===== src/rtl/mbox_pkg.sv =====
package mbox_pkg;

  // register port address map
  typedef enum logic [1:0] {
    REG_STAT = 2'd0,
    REG_TXD  = 2'd1,
    REG_RXD  = 2'd2,
    REG_NONE = 2'd3
  } reg_addr_e;

  // read-data source chosen for the cycle after an access
  typedef enum logic [1:0] {
    RSEL_ZERO = 2'd0,
    RSEL_STAT = 2'd1,
    RSEL_FIFO = 2'd2
  } rsel_e;

  // status word, bit 3 down to bit 0
  typedef struct packed {
    logic rx_err;    // bit 3: sticky, pop while empty
    logic tx_err;    // bit 2: sticky, push while full
    logic tx_space;  // bit 1: outgoing queue not full
    logic rx_avail;  // bit 0: incoming queue not empty
  } mbox_stat_t;

endpackage


===== src/rtl/mbox_fifo.sv =====
module mbox_fifo #(
  parameter int WIDTH = 32,
  parameter int DEPTH = 8,
  parameter int LW    = $clog2(DEPTH + 1)
) (
  input  logic             clk,
  input  logic             rst,
  input  logic             push,
  input  logic [WIDTH-1:0] wdata,
  input  logic             pop,
  output logic             full,
  output logic             empty,
  output logic [WIDTH-1:0] q,
  output logic [LW-1:0]    level
);

  localparam int AW = (DEPTH > 1) ? $clog2(DEPTH) : 1;

  logic [WIDTH-1:0] mem [DEPTH];
  logic [AW-1:0]    wptr;
  logic [AW-1:0]    rptr;
  logic             push_ok;
  logic             pop_ok;

  assign full    = (level == LW'(DEPTH));
  assign empty   = (level == '0);
  assign push_ok = push & ~full;
  assign pop_ok  = pop & ~empty;

  // storage: synchronous write, registered read (block RAM friendly)
  always_ff @(posedge clk) begin
    if (push_ok) mem[wptr] <= wdata;
    q <= mem[rptr];
  end

  always_ff @(posedge clk) begin
    if (rst) begin
      wptr  <= '0;
      rptr  <= '0;
      level <= '0;
    end else begin
      if (push_ok) wptr <= (wptr == AW'(DEPTH - 1)) ? '0 : wptr + 1'b1;
      if (pop_ok)  rptr <= (rptr == AW'(DEPTH - 1)) ? '0 : rptr + 1'b1;
      case ({push_ok, pop_ok})
        2'b10:   level <= level + 1'b1;
        2'b01:   level <= level - 1'b1;
        default: level <= level;
      endcase
    end
  end

endmodule


===== src/rtl/mbox_port.sv =====
module mbox_port
  import mbox_pkg::*;
#(
  parameter int WIDTH = 32
) (
  input  logic             clk,
  input  logic             rst,
  input  logic             req,
  input  logic             we,
  input  logic [1:0]       addr,
  input  logic [WIDTH-1:0] wdata,
  input  logic             tx_full,
  input  logic             rx_empty,
  input  logic [WIDTH-1:0] rx_q,
  output logic             tx_push,
  output logic [WIDTH-1:0] tx_data,
  output logic             rx_pop,
  output logic [WIDTH-1:0] rdata,
  output logic             irq,
  output logic             wof,
  output logic             roe,
  output logic             stat_clr
);

  reg_addr_e  addr_e;
  rsel_e      rsel_q;
  mbox_stat_t stat_now;
  mbox_stat_t stat_rd_q;
  logic       rd_acc;

  assign addr_e   = reg_addr_e'(addr);
  assign rd_acc   = req & ~we;
  assign tx_push  = req & we & (addr_e == REG_TXD);
  assign tx_data  = wdata;
  assign rx_pop   = rd_acc & (addr_e == REG_RXD);
  assign stat_clr = req & we & (addr_e == REG_STAT);

  assign stat_now = '{rx_err: roe, tx_err: wof, tx_space: ~tx_full, rx_avail: ~rx_empty};

  // sticky error flags
  always_ff @(posedge clk) begin
    if (rst) begin
      wof <= 1'b0;
      roe <= 1'b0;
    end else if (stat_clr) begin
      wof <= 1'b0;
      roe <= 1'b0;
    end else begin
      if (tx_push & tx_full) wof <= 1'b1;
      if (rx_pop & rx_empty) roe <= 1'b1;
    end
  end

  // read path select and status capture, interrupt register
  always_ff @(posedge clk) begin
    if (rst) begin
      rsel_q    <= RSEL_ZERO;
      stat_rd_q <= '0;
      irq       <= 1'b0;
    end else begin
      irq    <= stat_now.rx_avail | wof | roe;
      rsel_q <= RSEL_ZERO;
      if (rd_acc) begin
        case (addr_e)
          REG_STAT: begin
            rsel_q    <= RSEL_STAT;
            stat_rd_q <= stat_now;
          end
          REG_RXD:  rsel_q <= rx_empty ? RSEL_ZERO : RSEL_FIFO;
          default:  rsel_q <= RSEL_ZERO;
        endcase
      end
    end
  end

  always_comb begin
    case (rsel_q)
      RSEL_STAT: rdata = {{(WIDTH - 4){1'b0}}, stat_rd_q};
      RSEL_FIFO: rdata = rx_q;
      default:   rdata = '0;
    endcase
  end

endmodule


===== src/rtl/mbox_pair.sv =====
module mbox_pair #(
  parameter int DATA_W = 32,
  parameter int DEPTH  = 8
) (
  input  logic              clk,
  input  logic              rst,
  input  logic              a_req,
  input  logic              a_we,
  input  logic [1:0]        a_addr,
  input  logic [DATA_W-1:0] a_wdata,
  output logic [DATA_W-1:0] a_rdata,
  output logic              a_irq,
  input  logic              b_req,
  input  logic              b_we,
  input  logic [1:0]        b_addr,
  input  logic [DATA_W-1:0] b_wdata,
  output logic [DATA_W-1:0] b_rdata,
  output logic              b_irq
);

  localparam int NCORE = 2;
  localparam int LVL_W = $clog2(DEPTH + 1);

  // per-core port side (index = core), per-queue side (index = sending core)
  logic [NCORE-1:0]             c_req, c_we, c_irq;
  logic [NCORE-1:0][1:0]        c_addr;
  logic [NCORE-1:0][DATA_W-1:0] c_wdata, c_rdata;
  logic [NCORE-1:0]             p_push, p_pop, p_wof, p_roe, p_clr;
  logic [NCORE-1:0][DATA_W-1:0] p_txd;
  logic [NCORE-1:0]             f_push, f_pop, f_full, f_empty;
  logic [NCORE-1:0][DATA_W-1:0] f_wdata, f_q;
  logic [NCORE-1:0][LVL_W-1:0]  f_level;

  assign c_req   = {b_req, a_req};
  assign c_we    = {b_we, a_we};
  assign c_addr  = {b_addr, a_addr};
  assign c_wdata = {b_wdata, a_wdata};
  assign a_rdata = c_rdata[0];
  assign b_rdata = c_rdata[1];
  assign a_irq   = c_irq[0];
  assign b_irq   = c_irq[1];

  for (genvar g = 0; g < NCORE; g++) begin : g_core
    // queue g carries words from core g to core 1-g
    assign f_push[g]  = p_push[g];
    assign f_wdata[g] = p_txd[g];
    assign f_pop[g]   = p_pop[NCORE - 1 - g];

    mbox_fifo #(.WIDTH(DATA_W), .DEPTH(DEPTH), .LW(LVL_W)) u_fifo (
      .clk   (clk),
      .rst   (rst),
      .push  (f_push[g]),
      .wdata (f_wdata[g]),
      .pop   (f_pop[g]),
      .full  (f_full[g]),
      .empty (f_empty[g]),
      .q     (f_q[g]),
      .level (f_level[g])
    );

    mbox_port #(.WIDTH(DATA_W)) u_port (
      .clk      (clk),
      .rst      (rst),
      .req      (c_req[g]),
      .we       (c_we[g]),
      .addr     (c_addr[g]),
      .wdata    (c_wdata[g]),
      .tx_full  (f_full[g]),
      .rx_empty (f_empty[NCORE - 1 - g]),
      .rx_q     (f_q[NCORE - 1 - g]),
      .tx_push  (p_push[g]),
      .tx_data  (p_txd[g]),
      .rx_pop   (p_pop[g]),
      .rdata    (c_rdata[g]),
      .irq      (c_irq[g]),
      .wof      (p_wof[g]),
      .roe      (p_roe[g]),
      .stat_clr (p_clr[g])
    );
  end

endmodule


===== config.mk =====
export PLATFORM = sky130hd
export DESIGN_NAME = mbox_pair
export DESIGN_NICKNAME = d
export VERILOG_FILES = /design/src/rtl/mbox_pkg.sv /design/src/rtl/mbox_fifo.sv /design/src/rtl/mbox_port.sv /design/src/rtl/mbox_pair.sv
export SDC_FILE = /design/constraint.sdc
export NUM_CORES = 1
export LEC_CHECK = 0
export ABC_AREA = 1
export BUFFER_PORTS_ARGS = -buffer_cell sky130_fd_sc_hd__buf_2
export CORE_UTILIZATION = 35
export CTS_CLUSTER_DIAMETER = 100
export CTS_CLUSTER_SIZE = 20
export DETAILED_ROUTE_END_ITERATION = 10
export PLACE_DENSITY = 0.54
export SETUP_SLACK_MARGIN = 0.2
export SYNTH_ARGS = -nofsm -noshare
export SYNTH_HDL_FRONTEND = slang
export SYNTH_SLANG_ARGS = --single-unit

===== constraint.sdc =====
create_clock -name clk -period 6.7 [get_ports clk]
set_clock_uncertainty 0.2 [all_clocks]
set_input_delay 1.005 -clock clk [delete_from_list [all_inputs] [get_ports clk]]
set_output_delay 1.005 -clock clk [all_outputs]
set_load 0.01 [all_outputs]

Word level (Yosys, flattened, before mapping):

Memory sizes are Yosys's and may differ from the RTL's. A register that Yosys moved wholly into a read port is not among the register bits.
Cells that the tools add are included.

* register bits: 38
* bits in writable memories: 512
* input bits: 74
* output and inout bits: 66
* logic and storage cells: 108
* memories: 2

Memories
* g_core[0].u_fifo.mem: words 8, bits a word 32, read ports 1, clocked after memory_dff 1, wr ports 1, RTL line mbox_fifo.sv:19 `logic [WIDTH-1:0] mem [DEPTH];`
* g_core[1].u_fifo.mem: words 8, bits a word 32, read ports 1, clocked after memory_dff 1, wr ports 1, RTL line mbox_fifo.sv:19

* add/sub/neg operators: 8
* equal/unequal tests: 18
* mux-type cells: 16
* bitwise gates (word level): 30
* reduce and logical (&&, ||, !) cells: 12

Operators by type and width (count)
* $pmux 32 s2: 2
* $and 1x1->1: 18
* $pmux 4 s2: 2
* $add 3x1->3 const B: 4
* $eq 2x1->1 const B: 6
* $eq 2x2->1 const B: 6
* $eq 3x3->1 const B: 4
* $mux 3: 4
* $add 4x1->4 const B: 2
* $eq 4x4->1 const B: 2
* $logic_not 4->1: 2
* $not 1->1: 8
* $pmux 2 s2: 2
* $reduce_or 2->1: 4
* $sub 4x1->4 const B: 2
* $logic_not 2->1: 2
* $mux 1: 4
* $mux 2: 2
* $or 1x1->1: 4
* $reduce_and 2->1: 2
* $reduce_bool 2->1: 2

Logic depth before layout (Yosys ltp):

Gate-level depths: netlist of the first run.

* word-level depth: 6
* depth in mapped cells: 15
* depth with buffers taken out: 15

Cells and area by module:

From an unflattened synthesis of the first run, not the netlist that was laid out.

* cell total of the unflattened synthesis: 2282
* area, all modules: 24881.4 µm²

Modules (own cells, without submodules)
* mbox_fifo at g_core[0].u_fifo: times used 1, cells each 981, area each 11508.5 µm², sequential area each 8528.2 µm²
* mbox_fifo at g_core[1].u_fifo: times used 1, cells each 981, area each 11506.0 µm², sequential area each 8528.2 µm²
* mbox_port: times used 2, cells each 160, area each 933.4 µm², sequential area each 180.2 µm²

Least setup slack after synthesis of the first run:

OpenSTA, ideal clock, no wires.

* kind: input to register
* start point: in b_addr[0]
* end point: mem g_core[1].u_fifo.mem[6][0] (enable)
* setup time: 0.502 ns
* arrival: 4.634 ns
* required time: 5.998 ns
* path slack: 1.365 ns
* stages on the path: 5
* path buffers: 1
* path through: inv_1 > nor3_1 > nand2_1 > buf_2 > nor4_1

* word-level cells in the longest chain between the ends: 5

Ends and longest elaborated chain
* start, declared: RTL line mbox_pair.sv:15 `input logic [1:0] b_addr,`
* $eq 2x1->1: RTL line mbox_port.sv:33 `assign tx_push = req & we & (addr_e == REG_TXD);`
* $and 1x1->1: RTL line mbox_port.sv:33
* $and 1x1->1: RTL line mbox_fifo.sv:27 `assign push_ok = push & ~full;`
* $mux 1: RTL line mbox_fifo.sv:32 `if (push_ok) mem[wptr] <= wdata;`
* $mux 1 (not written as such): RTL line mbox_fifo.sv:32
* end, declared: RTL line mbox_fifo.sv:19

No other way between the ends.

Worst setup path in the final report of the first run:

* start point: in a_addr[0]
* end point: mem g_core[0].u_fifo.mem[5][23] (enable)

* word-level cells in the longest chain between the ends: 5

Ends and longest elaborated chain
* start, declared: RTL line mbox_pair.sv:9 `input logic [1:0] a_addr,`
* $eq 2x1->1: RTL line mbox_port.sv:33
* $and 1x1->1: RTL line mbox_port.sv:33
* $and 1x1->1: RTL line mbox_fifo.sv:27
* $mux 1: RTL line mbox_fifo.sv:32
* $mux 1 (not written as such): RTL line mbox_fifo.sv:32
* end, declared: RTL line mbox_fifo.sv:19

No other way between the ends.

==> impl_metrics.toml, run 1 <==
[flow_run]
max_cap_violations = 0

[route]
first_pass_iters = 5
drt-initial-drc-count = 1045
antenna_left = 0
routed_wl_mm = 51.5
avgRoutedWirePerCell_um = 17.7
route.vias.total = 14044
drc = 0
viasPerCell = 4.83

[yosys]
ys.flop_type = "edfxtp_1"
synth_seq_cells = 614
netlist_top_cells_area = "edfxtp_1, dfxtp_1, o21ai_0"
synth-edff-count = 512
async_reset_ff_share_pct = 0
synth_top_area_cell = "edfxtp_1"
syn_nets = 1997
synth_top_area_share_pct = 65.1
ys_seq_area_share_pct = 73.7
yosysMostFrequentCell = "edfxtp_1"
yosysWarnings = 0
synth_top_cells_by_count = "edfxtp_1, nand2_1, nor2_1, o21ai_0, dfxtp_1"
syn_inst = 1905
netlist_area_mm2 = 0.0236
yosysUniqueCellTypes = 30
synth_area_per_cell_um2 = 12.4

[finish]
drive_gt1_share_pct = 11.6
fin_area_mm2 = 0.0264
fin_nets = 2104
synthToLayoutAreaGrowth_pct = 11.7
nFillCells = 6231

[clock_network]
cts_setup_buffers = 0
clk_pin_slew_ps = 80
ctsHoldBuffers = 0
clock_sinks = 614
cts_made_buffers = 39
cts.path.max_buffers = 3
cts_max_level = 2
cts_root_buffer = "clkbuf_16"
cts_resized = 0
clock_latency_ps = 590
cts_tree = "yes"

[setup_path]
cpPeakStageDelay_ps = 890
r2r-start = "g_core[0].u_fifo.level[0]$_SDFFE_PP0P_"
end_kind = "flop"
worstPathMaxFanout = 22
slowest_stage = "nor3_2"
crit_start = "a_addr[0]"
crit_type = "in -> reg"
cp_cell_sequence = "buf_2 > inv_1 > nor3_1 > nand3_1 > nor3_2 > buf_4"
worstPathRequired_ps = 6730
rrSetupSlack_ps = 3810
cp-start-kind = "input port"
cp.arrival_ps = 3410

[power_and_ir_drop]
power_leakage_nw = 9.60
vdd_drop_max_uv = 243
total_power_w = 0.00681
p_per_area_mw_per_mm2 = 258

[global_route]
grt_use_total_pct = 14.9
antenna_found_initial = 8
grt_pass1_vias = 13824
grt_max_degree = 105
grt_pass1_wl_mm = 78.8
overflow = 0

[timing]
fmax_mhz = 295
relSlewSlack_pct = 23.4
tns_ps = 0
min_period_over_period_pct = 50.6
hold_viol_final = 0
tightest_slew_ps = 1150
maxSlewViolCount = 0
rsz0062_at_grt = "no"
period_needed_ps = 3390
setup_ws_ps = 3310
setup_violations = 0

[place]
place.gp.congestion = 0.751
post-place-ws_ps = 2670
dpl_cell_area_mm2 = 0.0252
hpwl_mm = 27.7
io_buffer_count = 139

[die]
start_util_pct = 35.7
fp.dieW_um = 262
design.core.area_mm2 = 0.0662
dieHeight_um = 262
ioPinCount = 140
rows = 94
fp.dieArea_mm2 = 0.0685

[worst_hold_path]
worst_hold_path_type = "reg -> reg"
hold_start = "g_core[0].u_port.wof$_SDFFE_PP0P_"

[run_status]
status = "finished clean"
[critical path: cells and delay by family]
kind	cells	cell delay [ps]
AND/OR/NAND/NOR	3	1740
buffers and inverters	3	640
[through the flow]
step / cells / util, % / hold slack [ps]
finish: 2905 / 39.9 / 272
global route: 2905 / 39.9 / 313
detailed placement: 2835 / 38.0 / 252
CTS: 2904 / 39.8 / 273
floorplan: 1905 / - / 236
global placement: 2835 / 38.0 / 263
[worst paths after layout]
path	depth (start not counted)	to
worst max-delay path	6	g_core[0].u_fifo.mem[5][23]$_DFFE_PP_
worst min-delay path	2	g_core[0].u_port.irq$_SDFF_PP0_
worst max register to register	5	g_core[0].u_fifo.mem[5][23]$_DFFE_PP_
worst min register to register	2	g_core[0].u_port.irq$_SDFF_PP0_
[kinds of logic after synthesis]
family	synth area share, %
buffers and inverters	3.89
xor gates and xnor gates	0.222
and+or+nand+nor	10.0
adders and majority gates	0.953
DFF	73.7
AOI/OAI and AO/OA	8.48
muxes	2.71
[sequential cells by signal, summed over array words and instances (netlist names), 4 cells and up]
register                 count
g_core.u_fifo.level          8
g_core.u_fifo.mem          512
g_core.u_fifo.q             64
g_core.u_fifo.rptr           6
g_core.u_fifo.wptr           6
g_core.u_port.rsel_q         4
g_core.u_port.stat_rd_q      8
[per-layer routing]
metal | global-route usage, % | wire [um] | share of wire (%) | vias to the layer above
li1 | - | - | - | 6875
met4 | 4.09 | 923 | 1.8 | 12
met2 | 25.1 | 24700 | 48 | 196
met5 | 0 | 61 | 0.12 | -
met1 | 19.8 | 23900 | 46 | 6887
met3 | 2.47 | 1900 | 3.7 | 74
[area by class of cell]
| class | count | area, um^2 | share of cell area [%] |
|---|---|---|---|
| well taps | 864 | 1080 | 4.10 |
| repair buffers | 166 | 898 | 3.40 |
| flip-flops and latches | 614 | 17400 | 66.1 |
| clock inverters | 7 | 123 | 0.465 |
| inverters | 103 | 387 | 1.47 |
| clock buffers | 62 | 1080 | 4.11 |
| diodes | 1 | 2.50 | 0.00948 |
| multi-input cells | 1088 | 5380 | 20.4 |
[placed cells by master (no fill, tap or decap), types with 2 or more instances in the layout]
cell type    n
ha_1        18
clkbuf_16   40
a21oi_1     35
o31ai_1      2
nand2_1    297
xor2_1       2
buf_2      139
edfxtp_1   512
o21ai_1     38
nor4_2       6
buf_4       27
dfxtp_1     98
clkbuf_1    22
nor2_1     287
nor3_2       8
inv_1      100
mux2i_1     64
nand3_1     11
dfxtp_4      4
inv_16       2
o21ai_0    243
nor2_4       2
o22ai_1     64
nor3_1       3
inv_12       2
xnor2_1      4
inv_2        2
[power by group]
group	internal (W)	switching (W)	leakage, nW
clock network	0.00116	0.00129	0.575
logic	0.0000545	0.000127	3.57
registers	0.00416	0.0000200	5.46
total	0.00537	0.00144	9.60
Note: power is estimated with default switching activity, not from simulation.
==> inputs of run 2 (changes only) <==
--- a/config.mk
+++ b/config.mk
@@ -11,7 +11,7 @@
 export CTS_CLUSTER_DIAMETER = 100
 export CTS_CLUSTER_SIZE = 20
 export DETAILED_ROUTE_END_ITERATION = 10
-export PLACE_DENSITY = 0.54
+export PLACE_DENSITY = 0.56
 export SETUP_SLACK_MARGIN = 0.2
 export SYNTH_ARGS = -nofsm -noshare
 export SYNTH_HDL_FRONTEND = slang
==> constraint.sdc (replaced) <==
create_clock -name clk -period 2.97 [get_ports clk]
set_clock_uncertainty 0.2 [all_clocks]
set_input_delay 0.4455 -clock clk [delete_from_list [all_inputs] [get_ports clk]]
set_output_delay 0.4455 -clock clk [all_outputs]
set_load 0.01 [all_outputs]
==> impl_metrics.toml, run 2 (synthesis gave the netlist of run 1 again) <==
[timing]
hold_viol_final = 0
fmax_mhz = 383
rsz0062_at_grt = "no"
holdWs_ps = 49.4
relSlewSlack_pct = 50.8
setup_violations = 0
tightest_slew_ps = 738
period_needed_ps = 2610
min_period_over_period_pct = 87.9
maxSlewViolCount = 0
tns_ps = 0

[global_route]
grt_pass1_wl_mm = 79.2
antenna_found_initial = 6
grt_max_degree = 131
grt_use_total_pct = 14.9
grt_pass1_vias = 13880
overflow = 0

[clock_network]
cts_root_buffer = "clkbuf_16"
cts_max_level = 2
cts_tree = "yes"
cts_made_buffers = 37
clock_latency_ps = 570
cts.path.max_buffers = 3
clock_sinks = 614
cts_setup_buffers = 0
clk_pin_slew_ps = 80

[flow_run]
max_cap_violations = 0

[place]
io_buffer_count = 139
place.gp.congestion = 0.787
hpwl_mm = 28.4

[setup_path]
slowest_stage = "dfxtp_1"
worstPathMaxFanout = 32
end_kind = "output port"
cp-start-kind = "flop"
worstPathRequired_ps = 2320
crit_type = "reg -> out"
cpPeakStageDelay_ps = 320
cp.arrival_ps = 1970
cp_cell_sequence = "inv_1 > ha_1 > clkbuf_8 > nand2_1 > a21oi_1 > buf_2"

[die]
rows = 94
design.core.area_mm2 = 0.0662
dieHeight_um = 262
fp.dieArea_mm2 = 0.0685
ioPinCount = 140
fp.dieW_um = 262
start_util_pct = 35.7

[run_status]
status = "finished clean"

[route]
viasPerCell = 4.77
route.vias.total = 14243
drt-initial-drc-count = 995
routed_wl_mm = 51.3
avgRoutedWirePerCell_um = 17.2
drc = 0
first_pass_iters = 5
antenna_left = 0

[finish]
nFillCells = 6107
synthToLayoutAreaGrowth_pct = 16.1
drive_gt1_share_pct = 11.6
final_common_cell = "edfxtp_1"
final_cell_mix = "edfxtp_1, nand2_1, nor2_1, o21ai_0, buf_2"
largest_reg_flops = 512
largest_register = "g_core.u_fifo.mem"
largest_registers = "g_core.u_fifo.mem: 512 flops, g_core.u_fifo.q: 64 flops"
fin_nets = 2181

[worst_hold_path]
worst_hold_path_type = "in -> reg"

[power_and_ir_drop]
power_leakage_nw = 9.99
p_per_area_mw_per_mm2 = 549
vdd_drop_max_uv = 389
-- run 2: path summary, 6_finish.rpt --
| path | start | end | slack (ps) | depth (start not counted) |
|---|---|---|---|---|
| max reg2reg | g_core[1].u_fifo.level[0]$_SDFFE_PP0P_ | g_core[1].u_fifo.level[2]$_SDFFE_PP0P_ | 520 | 13 |
| min reg2reg | g_core[0].u_port.roe$_SDFFE_PP0P_ | g_core[0].u_port.roe$_SDFFE_PP0P_ | 290 | 2 |
| max | g_core[0].u_port.rsel_q[0]$_SDFF_PP0_ | a_rdata[3] | 360 | 6 |
| min | rst | g_core[1].u_port.rsel_q[1]$_SDFF_PP0_ | 50 | 2 |
-- run 2: timing repair --
| item | CTS | global route |
|---|---|---|
| hold endpoints to repair | 513 | 0 |
| endpoints found under the setup margin | 1 | 2 |
| hold buffers | 67 | 0 |
| resized for setup | 1 | 2 |
-- run 2: metrics by stage --
stage	utilization [%]	std cells	total power, W	worst slack, ps	cell area (um^2)
6_report	41.4	2983	0.0150	358	27400
5_1_grt	41.4	2982	0.0156	191	27400
4_1_cts	41.4	2980	0.0152	296	27400
3_5_place_dp	38.8	2847	0.0101	282	25700
3_3_place_gp	38.8	2847	0.0100	404	25700
2_1_floorplan	-	1905	0.00983	-488	23700
-- run 2: area by class of cell --
type	count	area, um^2	share of cell area (%)
Sequential cell	614	17400	63.6
Multi-Input combinational cell	1088	5490	20.0
Timing Repair Buffer	245	1970	7.17
Tap cell	864	1080	3.94
Clock buffer	61	1020	3.70
Inverter	103	387	1.41
Clock inverter	5	51.3	0.187
Antenna cell	3	7.51	0.0274
-- run 2: power breakdown --
part           internal (W)  switching (W)  leakage, nW
registers           0.00938      0.0000368         5.46
clock network       0.00239        0.00273        0.509
logic              0.000190       0.000325         4.03
-- run 2: critical path: cells and delay by family, from the launching register on --
kind | cells | cell delay, ps
buf+inv | 3 | 550
simple gates | 1 | 100
flops | 1 | 320
fa+ha+maj | 1 | 150
compound gates | 1 | 260
-- run 2: metal layers --
layer  vias to the layer above  global-route usage (%)  routed length, um
li1                       7037                       -                  -
met1                      6921                    20.7              24300
met2                       215                    24.6              24300
met3                        64                    2.14               1830
met4                         6                    3.47                867
met5                         -                       0                 41
